===== config.mk =====
export PLATFORM = sky130hd
export DESIGN_NAME = serial_prog_loader
export DESIGN_NICKNAME = d
export VERILOG_FILES = /design/src/rtl/spl_pkg.sv /design/src/rtl/spl_pin_sync.sv /design/src/rtl/spl_shifter.sv /design/src/rtl/spl_latch_bank.sv /design/src/rtl/serial_prog_loader.sv
export SDC_FILE = /design/constraint.sdc
export NUM_CORES = 1
export LEC_CHECK = 0
export ABC_AREA = 0
export BUFFER_PORTS_ARGS = -buffer_cell sky130_fd_sc_hd__buf_4
export CORE_MARGIN = 2
export CORE_UTILIZATION = 54
export DETAILED_ROUTE_END_ITERATION = 10
export GPL_TIMING_DRIVEN = 0
export PLACE_DENSITY = 0.76
export SYNTH_ARGS = -nofsm -noshare
export SYNTH_HDL_FRONTEND = slang
export SYNTH_SLANG_ARGS = --single-unit

===== constraint.sdc =====
create_clock -name clk -period 2.1 [get_ports clk]
set_clock_uncertainty 0.15 [all_clocks]
set_input_delay 0.315 -clock clk [delete_from_list [all_inputs] [get_ports clk]]
set_output_delay 0.315 -clock clk [all_outputs]
set_load 0.1 [all_outputs]

===== src/rtl/spl_pkg.sv =====
package spl_pkg;

  localparam int SEL_W = 2;

  typedef enum logic [SEL_W-1:0] {
    SEL_REF  = 2'b00,
    SEL_DIV  = 2'b01,
    SEL_FUNC = 2'b10,
    SEL_INIT = 2'b11
  } dest_sel_e;

  localparam int R_W = 14;
  localparam int A_W = 6;
  localparam int B_W = 13;

  // Payload is DB23..DB2, so payload bit i is DB(i+2).
  function automatic logic [R_W-1:0] ref_field(input logic [21:0] pay);
    return pay[R_W-1:0];                 // DB15..DB2
  endfunction

  function automatic logic [A_W-1:0] a_field(input logic [21:0] pay);
    return pay[A_W-1:0];                 // DB7..DB2
  endfunction

  function automatic logic [B_W-1:0] b_field(input logic [21:0] pay);
    return pay[A_W+B_W-1:A_W];           // DB20..DB8
  endfunction

  // One-hot strobe pattern for a selector; init also refreshes function.
  function automatic logic [3:0] strobe_of(input dest_sel_e s);
    case (s)
      SEL_REF:  return 4'b0001;
      SEL_DIV:  return 4'b0010;
      SEL_FUNC: return 4'b0100;
      default:  return 4'b1100;
    endcase
  endfunction

endpackage


===== src/rtl/spl_pin_sync.sv =====
module spl_pin_sync #(
  parameter int N      = 3,
  parameter int STAGES = 2
) (
  input  logic         clk,
  input  logic         rst_n,
  input  logic [N-1:0] pin,
  output logic [N-1:0] lvl,
  output logic [N-1:0] rise
);

  for (genvar g = 0; g < N; g++) begin : g_line
    logic [STAGES-1:0] chain;
    logic              prev;

    always_ff @(posedge clk or negedge rst_n) begin
      if (!rst_n) begin
        chain <= '0;
        prev  <= 1'b0;
      end else begin
        chain <= {chain[STAGES-2:0], pin[g]};
        prev  <= chain[STAGES-1];
      end
    end

    assign lvl[g]  = chain[STAGES-1];
    assign rise[g] = chain[STAGES-1] & ~prev;


    rise_single_chk: assert property (@(posedge clk) disable iff (!rst_n)
      rise[g] |=> !rise[g]);
  end

endmodule


===== src/rtl/spl_shifter.sv =====
module spl_shifter #(
  parameter int WORD_W = 24
) (
  input  logic              clk,
  input  logic              rst_n,
  input  logic              bit_rise,
  input  logic              bit_val,
  input  logic              le_rise,
  output logic              load_q,
  output logic [WORD_W-1:0] word_q,
  output logic              len_bad_q
);

  localparam int CNT_W   = $clog2(WORD_W + 2);
  localparam int CNT_MAX = (1 << CNT_W) - 1;

  logic [WORD_W-1:0] sr;
  logic [CNT_W-1:0]  cnt;
  logic              shift_ev;

  // A load-enable edge takes priority over a coincident clock edge.
  assign shift_ev = bit_rise & ~le_rise;

  always_ff @(posedge clk or negedge rst_n) begin
    if (!rst_n) begin
      sr        <= '0;
      cnt       <= '0;
      load_q    <= 1'b0;
      word_q    <= '0;
      len_bad_q <= 1'b0;
    end else begin
      load_q <= le_rise;
      if (le_rise) begin
        word_q    <= sr;
        len_bad_q <= (cnt != CNT_W'(WORD_W));
        cnt       <= '0;
      end else if (shift_ev) begin
        sr <= {sr[WORD_W-2:0], bit_val};
        if (cnt != CNT_W'(CNT_MAX)) cnt <= cnt + 1'b1;
      end
    end
  end


  shift_on_edge_chk: assert property (@(posedge clk) disable iff (!rst_n)
    (sr != $past(sr)) |-> $past(bit_rise));


  cnt_clear_chk: assert property (@(posedge clk) disable iff (!rst_n)
    $past(le_rise) |-> (cnt == '0));

endmodule


===== src/rtl/spl_latch_bank.sv =====
module spl_latch_bank
  import spl_pkg::*;
#(
  parameter int WORD_W = 24,
  localparam int PAY_W = WORD_W - SEL_W
) (
  input  logic              clk,
  input  logic              rst_n,
  input  logic              load,
  input  logic [WORD_W-1:0] word,
  input  logic              len_bad,
  output logic [PAY_W-1:0]  ref_q,
  output logic [PAY_W-1:0]  div_q,
  output logic [PAY_W-1:0]  func_q,
  output logic [PAY_W-1:0]  init_q,
  output logic [3:0]        upd_q,
  output logic              len_err_q
);

  dest_sel_e         sel;
  logic [PAY_W-1:0]  pay;
  logic [3:0]        wr_en;

  assign sel   = dest_sel_e'(word[SEL_W-1:0]);
  assign pay   = word[WORD_W-1:SEL_W];
  assign wr_en = load ? strobe_of(sel) : 4'b0000;

  always_ff @(posedge clk or negedge rst_n) begin
    if (!rst_n) begin
      ref_q     <= '0;
      div_q     <= '0;
      func_q    <= '0;
      init_q    <= '0;
      upd_q     <= '0;
      len_err_q <= 1'b0;
    end else begin
      upd_q <= wr_en;
      if (wr_en[0]) ref_q  <= pay;
      if (wr_en[1]) div_q  <= pay;
      if (wr_en[2]) func_q <= pay;
      if (wr_en[3]) init_q <= pay;
      if (load)     len_err_q <= len_bad;
    end
  end


  ref_hold_chk: assert property (@(posedge clk) disable iff (!rst_n)
    (ref_q != $past(ref_q)) |-> upd_q[0]);

  div_hold_chk: assert property (@(posedge clk) disable iff (!rst_n)
    (div_q != $past(div_q)) |-> upd_q[1]);

  func_hold_chk: assert property (@(posedge clk) disable iff (!rst_n)
    (func_q != $past(func_q)) |-> upd_q[2]);

  init_hold_chk: assert property (@(posedge clk) disable iff (!rst_n)
    (init_q != $past(init_q)) |-> upd_q[3]);

  strobe_pulse_chk: assert property (@(posedge clk) disable iff (!rst_n)
    (upd_q != 4'b0000) |=> (upd_q == 4'b0000));

  init_pair_chk: assert property (@(posedge clk) disable iff (!rst_n)
    upd_q[3] |-> upd_q[2]);

  strobe_shape_chk: assert property (@(posedge clk) disable iff (!rst_n)
    ($countones(upd_q) <= 1) || (upd_q == 4'b1100));

  len_hold_chk: assert property (@(posedge clk) disable iff (!rst_n)
    (len_err_q != $past(len_err_q)) |-> (upd_q != 4'b0000));

endmodule


===== src/rtl/serial_prog_loader.sv =====
module serial_prog_loader
  import spl_pkg::*;
#(
  parameter int WORD_W      = 24,
  parameter int SYNC_STAGES = 2,
  localparam int PAY_W      = WORD_W - SEL_W
) (
  input  logic             clk,
  input  logic             rst_n,
  input  logic             ser_clk,
  input  logic             ser_data,
  input  logic             ser_le,
  output logic [PAY_W-1:0] ref_word,
  output logic [PAY_W-1:0] div_word,
  output logic [PAY_W-1:0] func_word,
  output logic [PAY_W-1:0] init_word,
  output logic [R_W-1:0]   ref_div,
  output logic [A_W-1:0]   a_count,
  output logic [B_W-1:0]   b_count,
  output logic [3:0]       upd_stb,
  output logic             len_err
);

  localparam int LINES = 3;
  localparam int L_CLK = 0;
  localparam int L_DAT = 1;
  localparam int L_LE  = 2;

  logic [LINES-1:0]  pins, lvl, rise;
  logic              sclk_rise, data_lvl, le_rise;
  logic              load_ev;
  logic [WORD_W-1:0] load_word;
  logic              load_len_bad;
  logic              unused_sync;

  assign pins        = {ser_le, ser_data, ser_clk};
  assign sclk_rise   = rise[L_CLK];
  assign data_lvl    = lvl[L_DAT];
  assign le_rise     = rise[L_LE];
  assign unused_sync = ^{lvl[L_CLK], lvl[L_LE], rise[L_DAT]};

  spl_pin_sync #(.N(LINES), .STAGES(SYNC_STAGES)) u_sync (
    .clk  (clk),
    .rst_n(rst_n),
    .pin  (pins),
    .lvl  (lvl),
    .rise (rise)
  );

  spl_shifter #(.WORD_W(WORD_W)) u_shift (
    .clk      (clk),
    .rst_n    (rst_n),
    .bit_rise (sclk_rise),
    .bit_val  (data_lvl),
    .le_rise  (le_rise),
    .load_q   (load_ev),
    .word_q   (load_word),
    .len_bad_q(load_len_bad)
  );

  spl_latch_bank #(.WORD_W(WORD_W)) u_bank (
    .clk      (clk),
    .rst_n    (rst_n),
    .load     (load_ev),
    .word     (load_word),
    .len_bad  (load_len_bad),
    .ref_q    (ref_word),
    .div_q    (div_word),
    .func_q   (func_word),
    .init_q   (init_word),
    .upd_q    (upd_stb),
    .len_err_q(len_err)
  );

  assign ref_div = ref_field(ref_word);
  assign a_count = a_field(div_word);
  assign b_count = b_field(div_word);


  load_to_strobe_chk: assert property (@(posedge clk) disable iff (!rst_n)
    load_ev |=> (upd_stb != 4'b0000));

endmodule


# After elaboration in Yosys (flattened, before gate mapping)
# Index checks and enable logic that the tools add are counted.
dict set report classes {
  add_sub_neg 1
  eq_ne 4
  n_mux 5
  bitwise_logic 6
  n_reduce_logical 5
}
# operator n
set ops {}
lappend ops {{two-way mux 5 bit} 3}
lappend ops {{one-hot mux 4 bit (3 select lines)} 1}
lappend ops {{inequality test 5 bit (second input constant)} 2}
lappend ops {{adder 5 x 1 -> 5 bit (second input constant)} 1}
lappend ops {{two-way mux 4 bit} 1}
lappend ops {{AND reduction 2 bit} 2}
lappend ops {{nonzero test 2 bit} 2}
lappend ops {{bitwise AND 1 bit} 3}
lappend ops {{inverter 1 bit} 3}
lappend ops {{equality test 2 x 1 -> 1 bit (second input constant)} 1}
lappend ops {{equality test 2 bit (second input constant)} 1}
lappend ops {{logical NOT 2 bit} 1}
dict set report word_totals {
  reg_bits 156
  in_bits 5
  out_inout_bits 126
  wordCells 37
}

# Depth between registers and ports, before layout
dict set report depth {
  depth_word 6
  depth_mapped 6
  mapped_depth_nobuf 6
}

# Modules after synthesis
# Synthesis repeated with hierarchy kept, for this count alone.
dict set report hier_totals {
  hier_cells 379
  area_unflattened_um2 6173.4
}
# module instances cells_each area_per_inst_um2 seq_area_each_um2
set by_module_without_submodules {}
lappend by_module_without_submodules {spl_latch_bank 1 197 3433.3 2327.2}
lappend by_module_without_submodules {spl_shifter 1 134 2203.4 1376.3}
lappend by_module_without_submodules {spl_pin_sync 1 15 289.0 225.2}
lappend by_module_without_submodules {serial_prog_loader 1 33 247.7 0.0}

# Least setup slack after synthesis
# Ideal clock, no wire load.
dict set report synth_timing {
  path_type {flip-flop to flip-flop}
  start {register u_shift.cnt[0]}
  end {register u_shift.cnt[3]}
  setup_time_ns 0.120
  t_arrival_ns 1.603
  t_required_ns 1.830
  setup_slack_ns 0.227
  path_stages_with_launch 7
  path_buffers 0
  period_less_slack_ns 1.873
  path_cell_list {dfrtp_1 ha_1 and3_1 ha_1 nor3b_2 a211oi_1 a31o_2}
}
dict set report synth_via {
  elab_chain_cells 4
  elab_cells_between_ends 7
  cone_classes {1 x add/sub; 1 x eq/ne; 3 x mux; 2 x reduce/logical}
}
# element line_no
set synth_rtl {}
lappend synth_rtl {{start, declared} spl_shifter.sv:18} ;# logic [CNT_W-1:0] cnt;
lappend synth_rtl {{start signal, assigned} spl_shifter.sv:39} ;# if (cnt != CNT_W'(CNT_MAX)) cnt <= cnt + 1'b1;
lappend synth_rtl {{adder 5 x 1 -> 5 bit} spl_shifter.sv:39}
lappend synth_rtl {{two-way mux 5 bit} spl_shifter.sv:39}
lappend synth_rtl {{two-way mux 5 bit} spl_shifter.sv:37} ;# end else if (shift_ev) begin
lappend synth_rtl {{two-way mux 5 bit} spl_shifter.sv:33} ;# if (le_rise) begin
# Parallel ways exist; a longest one is shown, timed or not. The select of a mux whose other input is x is not followed.
# A chain may end at the register's enable or synchronous reset.

# Worst setup path after layout
# Ends and elaborated chain as after synthesis.

==> results summary <==
The run finished with clean final reports. The clock tree synthesis step divided the H-tree into 4 levels. The initial antenna violation count came out at 0. The actual transition at the worst max-transition pin came out at just over 0.6 ns. The post-synthesis adder-cell area fraction came out at less than 1%.

The DRC violations left is 0. The global router's overall resource usage is between 15 and 20%. Once placement finished, the instance area stood at around 0.0072 mm^2.

The commonest cells after synthesis are sky130_fd_sc_hd__dfrtp_1 (156), sky130_fd_sc_hd__mux2_2 (136), sky130_fd_sc_hd__buf_4 (35), sky130_fd_sc_hd__buf_2 (9). The number of register bits inferred by synthesis is roughly 160. The final design utilization came out at 71.9%. The master cell of the clock root buffer is sky130_fd_sc_hd__clkbuf_8. Derived from the worst setup path, the maximum achievable clock frequency is around 520 MHz. The number of nets handed over by synthesis was roughly 380. The number of instances in the synthesized netlist came out at 374. The core box area came out at 0.0109 mm^2. The wire length per cell came out at between 15 and 20 um. The static leakage power came out at just over 4 nW.

The relative slew slack is around three fifths. The via count of the first global-routing pass came out at roughly 3400. The clock passes through at most 2 buffers. The clock buffer count from CTS is 17. The first routing iteration left between 90 and 100 violations.

Yosys printed 0 warnings. The post-synthesis share of cell area spent on xor and xnor gates came out at 0.290%. The synthesized-area fraction occupied by ao, oa, aoi and oai cells is less than 1%. The final global-route overflow total came out at 0.

The number of maximum-capacitance violations is 0. In this run the register-to-register setup slack is between 0.15 and 0.2 ns. The share of the clock period used by the worst path is roughly 92%. For this design the ratio of total power to cell area is between 1500 and 2000 mW/mm^2. The signal on the critical path passes through ha_1 -> and3_1 -> ha_1 -> nor3b_4 -> a211oi_1 -> a31o_2. Averaged over all synthesized cells, the footprint is 16.1 um^2. The simple-gate share of the synthesized area came out at around 2.1%. The initial core utilization is 55.4%. The pre-antenna-repair detailed-routing pass consisted of 4 iterations.

The layer with the highest usage is met2. The path class of the tightest hold or removal check is input port to asynchronous set/reset pin. The clock period minus worst slack came out at slightly below 2 ns. The worst setup path is captured at a flip-flop. The destination of the worst register-to-register timing path is u_shift.cnt[3]. The top cell family by delay on the critical path is simple AND/OR/NAND/NOR gates. STA classifies the critical path startpoint as a flip-flop. The cell area that synthesis handed to floorplanning was 0.00603 mm^2. The number of synthesized flops with an enable pin is 0. The data arrival at the endpoint of the critical path is approximately 2.2 ns. The number of top-level pins is 131.

The clock insertion delay at the later pin of the skew report came out at between 0.5 and 0.6 ns. The sequential cell area in the final layout is between 0.003 and 0.004 mm^2. Among the stages of the critical path, the cell type that occurs most often is sky130_fd_sc_hd__ha_1. The number of setup violations in the final report is 0. The sink count of the clock tree is around 160.

For this run, the leading register cell type out of synthesis is sky130_fd_sc_hd__dfrtp_1. The placement-stage worst setup slack came out at about 0.085 ns. The site row count came out at 38.

Post-CTS timing repair inserted 0 buffers for setup. Of all nets on the critical path, the largest fanout is 5. Measured along the x axis, the die boundary spans between 100 and 150 um. The count of vias placed by the detailed router is around 3400. The total die area is between 0.01 and 0.015 mm^2. The global-route wire length before repair came out at between 15000 and 20000 um. The number of max-slew violations in the final report came out at 0. At the end of routability-driven placement, the weighted congestion stood at 0.700. The share of the Yosys chip area taken by registers is approximately 65%.

The number of buffers and inverters on the critical path is 0. Setup repair after global routing left no endpoint under its margin. The clock-pin transition on the worst setup and hold timing paths is 0.06 ns. TritonCTS built the clock tree.

sky130_fd_sc_hd__dfrtp_1 takes more of the synthesized area than any other cell. In the final layout, the share of cells above drive strength 1 is ~64%. The worst-case IR drop observed on VDD is around 0.0014 V. The number of nets at the end of the flow is ~540. The antenna cell count is 0. The sum of negative setup slack is 0 ns. The design draws ~12 mW. In the post-synthesis netlist, the cell with the most instances is sky130_fd_sc_hd__dfrtp_1. The final hold violation count is 0. The setup slack after layout is roughly 0.16 ns. The largest family of logic cells by synthesized area is multiplexers. In this run the remaining antenna-violating nets after routing total 0. The worst reg-to-reg path cell count came out at 6. In the final layout, the multi-input gates occupy 0.00177 mm^2. The data required time of the worst path is 2.35 ns. The routing usage on met2 came out at 30.0%. The critical path is of the flip-flop to flip-flop type.

The cell with the largest stage delay on the worst path is sky130_fd_sc_hd__dfrtp_1. Once layout is done, the placed cells without fillers occupy 0.00783 mm^2. The portion of synthesized area spent on multiplexers is 25.9%. The die is about 110 um tall. The global-route met1 utilization is between 20% and 30%. The distinct cell type count of the synthesized netlist came out at 23. The startpoint identified for the worst register-to-register timing path is u_shift.cnt[0]. The layout has 700 filler cells. The number of placed instances with taps included is 645. The synthesis-to-layout area growth came out at 29.8%. The detailed-route vias per instance is 5.00. The global-route met3 utilization came out at 5.04%. By area the synthesized netlist is led by sky130_fd_sc_hd__dfrtp_1 (65%), sky130_fd_sc_hd__mux2_2 (25%), sky130_fd_sc_hd__buf_4 (4.4%).

The detailed-placement wirelength estimate is between 7000 and 8000 um. The worst hold margin is just under 0.2 ns. The pin count of the biggest net entering global routing is 90. Of the post-synthesis cell area, the dominant cell type holds approximately two thirds.

The share of synthesized registers carrying an async set or reset is 100%. For this block, the routed nets add up to 10800 um of wire. The delay contributed by the slowest stage of the critical path came out at 0.41 ns.

The non-filler instance count after layout is roughly 700. Input and output buffers added on the ports amount to 130.
==> cell usage in the layout, fill, tap and decap left out, drive strengths merged, types with 2 or more instances in the layout <==
master and count:
inv 6, clkinvlp 5, bufinv 2, xnor2 2
nand2 2, clkinv 3, mux2i 2, clkbuf 22
mux2 137, and3 2, ha 3, nor3b 3
dfrtp 156, buf 178, nor2 6, dlygate4sd3 4
==> power breakdown <==
group	switching (mW)	internal, mW
Clock	1.16	1.75
Combinational	3.84	1.23
Sequential	0.438	3.54
==> logic make-up (layout without fill, tap and decap cells) <==
logic type                 count (synthesis)  in the layout
muxes                                    139            139
AOI/OAI and AO/OA                          3              3
adders and majority gates                  3              3
buffers and inverters                     53            220
DFF                                      156            156
xor gates and xnor gates                   2              2
and+or+nand+nor                           18             18
==> layer usage <==
metal  vias up  wire length [um]  part of all wire, %
li1       1576                 -                    -
met1      1741              4900                   46
met2        75              5310                   49
met3        13               415                  3.9
met4         0               146                  1.4
met5         -                 0                    0
==> flip-flops by register name, indices dropped and copies added, names as in the netlist <==
register	cells
u_shift.sr	24
u_shift.word_q	24
u_bank.div_q	22
u_bank.func_q	22
u_bank.init_q	22
u_bank.ref_q	22
u_sync.g_line.chain	6
u_shift.cnt	5
u_bank.upd_q	4
u_sync.g_line.prev	2
u_bank.len_err_q	1
u_shift.len_bad_q	1
u_shift.load_q	1
==> worst max path at each step <==
| stage | endpoint | slack [ns] | start | cells after the start |
|---|---|---|---|---|
| global route | u_shift.cnt[3] | 0.05 | u_shift.cnt[0] | 6 |
| CTS | u_shift.cnt[3] | 0.08 | u_shift.cnt[0] | 6 |
| global placement | u_bank.upd_q[3] | -0.12 | rst_n | 1 |
| detailed placement | u_shift.cnt[3] | 0.09 | u_shift.cnt[0] | 6 |
| finish | u_shift.cnt[3] | 0.16 | u_shift.cnt[0] | 6 |
| floorplan | u_shift.cnt[3] | 0.23 | u_shift.cnt[0] | 6 |
==> repair_timing <==
item                       4_1_cts  5_1_grt
hold buffers                     4        0
setup endpoints to repair        0        2
hold endpoints to repair        70        0
resized for setup                0        1
==> area by class of cell <==
| cell class | count | area share, % |
|---|---|---|
| flip-flops and latches | 156 | 49.8 |
| multi-input cells | 165 | 22.6 |
| repair buffers | 135 | 13.4 |
| clock buffers | 22 | 5.78 |
| plain buffers | 47 | 4.36 |
| well taps | 140 | 2.24 |
| clock inverters | 10 | 1.49 |
| inverters | 6 | 0.288 |
==> worst register-to-register path, delay by kind of cell, from the launching register on <==
kind                       cells  cell delay [ns]
AOI/OAI and AO/OA              2             0.36
adders and majority gates      2             0.43
DFF                            1             0.41
and+or+nand+nor                2             0.48
Note: power is estimated with default switching activity, not from simulation.
